===== src/rtl/sigc_pkg.sv =====
package sigc_pkg;
   localparam int           SIGC_W    = 16;
   localparam logic [15:0]  SIGC_POLY = 16'h100B;

   typedef enum logic [1:0] {
      RD_HOLD  = 2'd0,
      RD_LOAD  = 2'd1,
      RD_SHIFT = 2'd2
   } rd_op_e;
endpackage


===== src/rtl/sigc_core.sv =====
module sigc_core #(
   parameter int               WIDTH = sigc_pkg::SIGC_W,
   parameter logic [WIDTH-1:0] POLY  = WIDTH'(sigc_pkg::SIGC_POLY)
) (
   input  logic             clk,
   input  logic             rst_n,
   input  logic             step_en,
   input  logic             din,
   output logic [WIDTH-1:0] st_q
);
   localparam int MSB = WIDTH - 1;

   if (WIDTH < 2) begin : g_bad_width
      $error("sigc_core: WIDTH must be at least 2");
   end
   if (POLY[0] != 1'b1) begin : g_bad_poly
      $error("sigc_core: polynomial constant term must be set");
   end

   logic             fb;
   logic [WIDTH-1:0] nxt;

   assign fb = st_q[MSB] ^ din;

   for (genvar i = 0; i < WIDTH; i++) begin : g_bit
      if (i == 0) begin : g_lsb
         assign nxt[i] = POLY[i] & fb;
      end else begin : g_mid
         assign nxt[i] = st_q[i-1] ^ (POLY[i] & fb);
      end
   end

   always_ff @(posedge clk) begin
      if (!rst_n)        st_q <= '0;
      else if (step_en)  st_q <= nxt;
   end


   hold_chk: assert property (@(posedge clk) disable iff (!rst_n)
      !step_en |=> $stable(st_q));


   zero_chk: assert property (@(posedge clk) disable iff (!rst_n)
      (step_en && !din && st_q == '0) |=> (st_q == '0));
endmodule


===== src/rtl/sigc_readout.sv =====
module sigc_readout #(
   parameter int WIDTH     = sigc_pkg::SIGC_W,
   parameter bit LSB_FIRST = 1'b1
) (
   input  logic                  clk,
   input  logic                  rst_n,
   input  sigc_pkg::rd_op_e      op,
   input  logic [WIDTH-1:0]      par_in,
   output logic                  ser_out
);
   import sigc_pkg::*;

   logic [WIDTH-1:0] sh_q;
   logic [WIDTH-1:0] sh_next;

   if (LSB_FIRST) begin : g_lsb_first
      assign sh_next = {1'b0, sh_q[WIDTH-1:1]};
      assign ser_out = sh_q[0];
   end else begin : g_msb_first
      assign sh_next = {sh_q[WIDTH-2:0], 1'b0};
      assign ser_out = sh_q[WIDTH-1];
   end

   always_ff @(posedge clk) begin
      if (!rst_n) begin
         sh_q <= '0;
      end else begin
         case (op)
            RD_LOAD:  sh_q <= par_in;
            RD_SHIFT: sh_q <= sh_next;
            default:  sh_q <= sh_q;
         endcase
      end
   end


   load_chk: assert property (@(posedge clk) disable iff (!rst_n)
      (op == RD_LOAD) |=> (sh_q == $past(par_in)));


   shift_chk: assert property (@(posedge clk) disable iff (!rst_n)
      (op == RD_SHIFT) |=> ($countones(sh_q) <= $countones($past(sh_q))));
endmodule


===== src/rtl/sig_compactor.sv =====
module sig_compactor #(
   parameter int               WIDTH     = sigc_pkg::SIGC_W,
   parameter logic [WIDTH-1:0] POLY      = WIDTH'(sigc_pkg::SIGC_POLY),
   parameter bit               LSB_FIRST = 1'b1
) (
   input  logic             clk,
   input  logic             rst_n,
   input  logic             compact_en,
   input  logic             scan_shift,
   input  logic             scan_bit,
   input  logic             read_sel,
   input  logic             read_load,
   output logic [WIDTH-1:0] sig_out,
   output logic             read_tdo
);
   import sigc_pkg::*;

   logic   adv;
   rd_op_e rd_op;

   assign adv = compact_en & scan_shift & ~read_sel;

   always_comb begin
      if (read_load)                    rd_op = RD_LOAD;
      else if (read_sel && scan_shift)  rd_op = RD_SHIFT;
      else                              rd_op = RD_HOLD;
   end

   sigc_core #(.WIDTH(WIDTH), .POLY(POLY)) u_core (
      .clk     (clk),
      .rst_n   (rst_n),
      .step_en (adv),
      .din     (scan_bit),
      .st_q    (sig_out)
   );

   sigc_readout #(.WIDTH(WIDTH), .LSB_FIRST(LSB_FIRST)) u_rd (
      .clk     (clk),
      .rst_n   (rst_n),
      .op      (rd_op),
      .par_in  (sig_out),
      .ser_out (read_tdo)
   );


   read_freeze_chk: assert property (@(posedge clk) disable iff (!rst_n)
      read_sel |=> $stable(sig_out));


   reset_val_chk: assert property (@(posedge clk)
      !rst_n |=> (sig_out == '0 && read_tdo == 1'b0));
endmodule


===== config.mk =====
export PLATFORM = sky130hd
export DESIGN_NAME = sig_compactor
export DESIGN_NICKNAME = d
export VERILOG_FILES = /design/src/rtl/sigc_pkg.sv /design/src/rtl/sigc_core.sv /design/src/rtl/sigc_readout.sv /design/src/rtl/sig_compactor.sv
export SDC_FILE = /design/constraint.sdc
export NUM_CORES = 1
export LEC_CHECK = 0
export BUFFER_PORTS_ARGS = -buffer_cell sky130_fd_sc_hd__buf_2
export CAP_MARGIN = 25
export CORE_UTILIZATION = 54
export CTS_CLUSTER_DIAMETER = 80
export DETAILED_ROUTE_END_ITERATION = 10
export GPL_ROUTABILITY_DRIVEN = 0
export GPL_TIMING_DRIVEN = 0
export PLACE_DENSITY = 0.78
export SYNTH_ARGS = -nofsm -noshare
export SYNTH_HDL_FRONTEND = slang
export SYNTH_SLANG_ARGS = --single-unit

===== constraint.sdc =====
create_clock -name clk -period 1.1 [get_ports clk]
set_input_delay 0.11 -clock clk [delete_from_list [all_inputs] [get_ports clk]]
set_output_delay 0.11 -clock clk [all_outputs]
set_load 0.01 [all_outputs]

==> results.tsv <==
stage	metric	value	unit
run_status	status	completed	
min_path	worst min path class	input port to flip-flop	
clock_network	# hold bufs at CTS	0	
placement	I/O Buffers	23	
critical_path	Worst setup SP type	flip-flop	
finish	share of cells above drive strength 1	32.1	%
global_routing	GR Util met3	6.03	%
sta	final setup violation count	0	
yosys	Post-Syn Area	0.00140	mm^2
critical_path	R2R Setup Slk	0.01	ns
global_routing	GRT busiest layer	met1	
clock_network	root buffer cell	clkbuf_4	
min_path	Hold Startpoint	rst_n	
clock_network	postcts setup bufs	0	
finish	Fillers	214	
sta	min cycle time layout	1.09	ns
clock_network	Sink Count	32	
pwr	P per Cell Area	1280	mW/mm^2
sta	crit share post-route	99.0	%
sta	Max Freq	918	MHz
critical_path	worst reg2reg path startpoint	u_core.st_q[15]$_SDFFE_PN0P_	
floorplanning	row count	18	
floorplanning	core area	0.00248	mm^2
global_routing	initial antenna violation count	0	
min_path	WHS Path Cells	2	
routing	Post-Route WL	2780	um
clock_network	insertion delay to the later sink of the worst-skew pair	0.32	ns
routing	1st-pass router iterations	4	
pwr	worst vdd ir	0.935	mV
critical_path	worst path arrival time	1.31	ns
routing	DRT antenna net count	0	
finish	final core utilization	66.3	%
global_routing	vias in the first global route	922	
floorplanning	die height	53.0	um
floorplanning	area of the die	0.00281	mm^2
finish	nets	193	
yosys	Mapped Cells	156	
routing	initial DRC count	15	
yosys	Synth cell types	21	
floorplanning	Starting Density	56.7	%
sta	Pins Over Slew Limit	0	
yosys	syn_nets	163	
flow_run	Max-Cap Viols	0	
global_routing	gr usage total	21.3	%
routing	wire per inst	12.8	um
routing	DRC viols	0	
floorplanning	Die W	53.0	um
pwr	Leak Pwr	0.741	nW
critical_path	CP required	1.33	ns
sta	Hold Fails Final Rpt	0	
critical_path	endpoint class of the critical path	flip-flop	
global_routing	largest net degree at the start of global routing	11	
yosys	sequential fraction of the synthesis area	45.6	%
clock_network	Reg clk slew, reported paths	0.10	ns
sta	Least-Margin Pin Slew	0.393	ns
floorplanning	I/O Pins	24	
critical_path	CP Max Fanout	4	
critical_path	FF-to-FF End	u_core.st_q[0]$_SDFFE_PN0P_	
global_routing	met2 GRT Util	29.1	%
clock_network	CTS buffer count	5	
yosys	mean post-synth cell area	9.00	um^2
clock_network	CTS tree	yes	
global_routing	first-pass GRT wire length	4220	um
clock_network	H-Tree Depth	2	
sta	slew margin rel.	73.8	%
yosys	total of warnings raised by yosys	0	
sta	Setup TNS Final	0	ns
yosys	register bit total from synthesis	32	
global_routing	gr ovfl total	0	
critical_path	CP Class	flip-flop to flip-flop	
finish	Layout area overhead	16.9	%
global_routing	met1 Track Usage GR	30.1	%
finish	diodes inserted	0	
clock_network	clock tree buffer depth	2	
routing	Via density	5.14	
sta	clk_skew	0.00850	ns
routing	DR vias	1116	
critical_path	r2r worst-path depth	3	
min_path	Worst Hold End	u_core.st_q[2]$_SDFFE_PN0P_	
==> cells in the mapped netlist (all sizes together) <==
library cell  number  share of area, %
a21oi             15               5.3
xor2               1               1.2
nand2             27               7.4
and3b              1              0.62
buf               16               8.7
nor2               2              0.53
inv                1              0.27
a21boi            13               7.0
o21ai             18               6.4
nand3b             1              0.80
xnor2              3               1.9
nand3              4               1.4
clkbuf             6               1.6
nor3b              1              0.53
dfxtp             32                46
mux2i             15                11
==> cells by family after synthesis <==
| logic type | Yosys count | synth area share (%) |
|---|---|---|
| AOI/OAI and AO/OA | 46 | 18.7 |
| and+or+nand+nor | 36 | 11.3 |
| DFF | 32 | 45.6 |
| buffers and inverters | 23 | 10.6 |
| muxes | 15 | 10.7 |
| xor gates and xnor gates | 4 | 3.03 |
==> placed cells by master (no fill, tap or decap) <==
master and count:
nand2_1 26, buf_2 25, dfxtp_1 20, mux2i_1 15, o21ai_0 15, a21oi_1 15, buf_4 12, dfxtp_2 12
a21boi_0 10, clkbuf_1 8, clkbuf_4 5, nand3_1 4, xnor2_1 3, o21ai_1 3, a21boi_1 3, nor2_1 2
buf_6 2, xor2_4 1, and3b_1 1, nand3b_2 1, nor3b_1 1, inv_1 1, nand2_2 1, clkbuf_8 1
==> flip-flops by register name, indices dropped and copies added (netlist names) <==
name         cells
u_core.st_q     16
u_rd.sh_q       16
==> report_power, final <==
group          total (mW)  switching [mW]  internal, mW
clock network       0.693           0.378         0.315
logic               0.196           0.109        0.0876
registers            1.21          0.0203          1.19
==> stage by stage <==
stage          worst slack (ns)  power [mW]  instances  hold WS (ns)  area, um^2
3_5_place_dp             0.0257        1.43        209         0.398        1560
5_1_grt                 -0.0173        2.21        217        0.0663        1640
2_1_floorplan            0.0879        1.38        156         0.264        1400
3_3_place_gp             0.0762        1.42        209         0.386        1560
6_report                 0.0112        2.10        217        0.0746        1640
4_1_cts                  0.0184        2.11        217        0.0469        1620
==> final cells by class <==
type | count | area [um^2] | share of cell area [%]
inverter | 1 | 3.75 | 0.229
multi-input combinational | 101 | 626 | 38.1
timing repair buffer | 23 | 115 | 7.01
tap | 30 | 37.5 | 2.29
clock buffer | 8 | 58.8 | 3.58
sequential | 32 | 656 | 39.9
buffer | 22 | 145 | 8.84
==> metal layers <==
| metal | routed length (um) | vias to the layer above |
|---|---|---|
| li1 | - | 583 |
| met1 | 1350 | 511 |
| met3 | 72 | 7 |
| met4 | 40 | 0 |
| met5 | 0 | - |
| met2 | 1310 | 15 |
==> worst max path at each step <==
| stage | startpoint | end | slack, ns | depth (start not counted) |
|---|---|---|---|---|
| 6_report | u_core.st_q[15]$_SDFFE_PN0P_ | u_core.st_q[0]$_SDFFE_PN0P_ | 0.01 | 3 |
| 5_1_grt | u_core.st_q[15]$_SDFFE_PN0P_ | u_core.st_q[0]$_SDFFE_PN0P_ | -0.02 | 3 |
| 4_1_cts | u_core.st_q[5]$_SDFFE_PN0P_ | sig_out[5] | 0.02 | 2 |
| 3_5_place_dp | u_core.st_q[15]$_SDFFE_PN0P_ | u_core.st_q[1]$_SDFFE_PN0P_ | 0.03 | 3 |
| 3_3_place_gp | u_core.st_q[15]$_SDFFE_PN0P_ | u_core.st_q[1]$_SDFFE_PN0P_ | 0.08 | 3 |
| 2_1_floorplan | u_core.st_q[15]$_SDFFE_PN0P_ | u_core.st_q[1]$_SDFFE_PN0P_ | 0.09 | 3 |
==> critical path: stages, from the launching register on <==
cell and delay [ns]:
dfxtp_2 0.41, xor2_4 0.24, nor2_1 0.09, nor3b_1 0.26
==> what timing repair did <==
action	4_1_cts	5_1_grt
pin swaps	0	1
cloned	0	0
setup endpoints to repair	1	14
gates resized for setup	1	12
(Power assumes the default switching activity.)
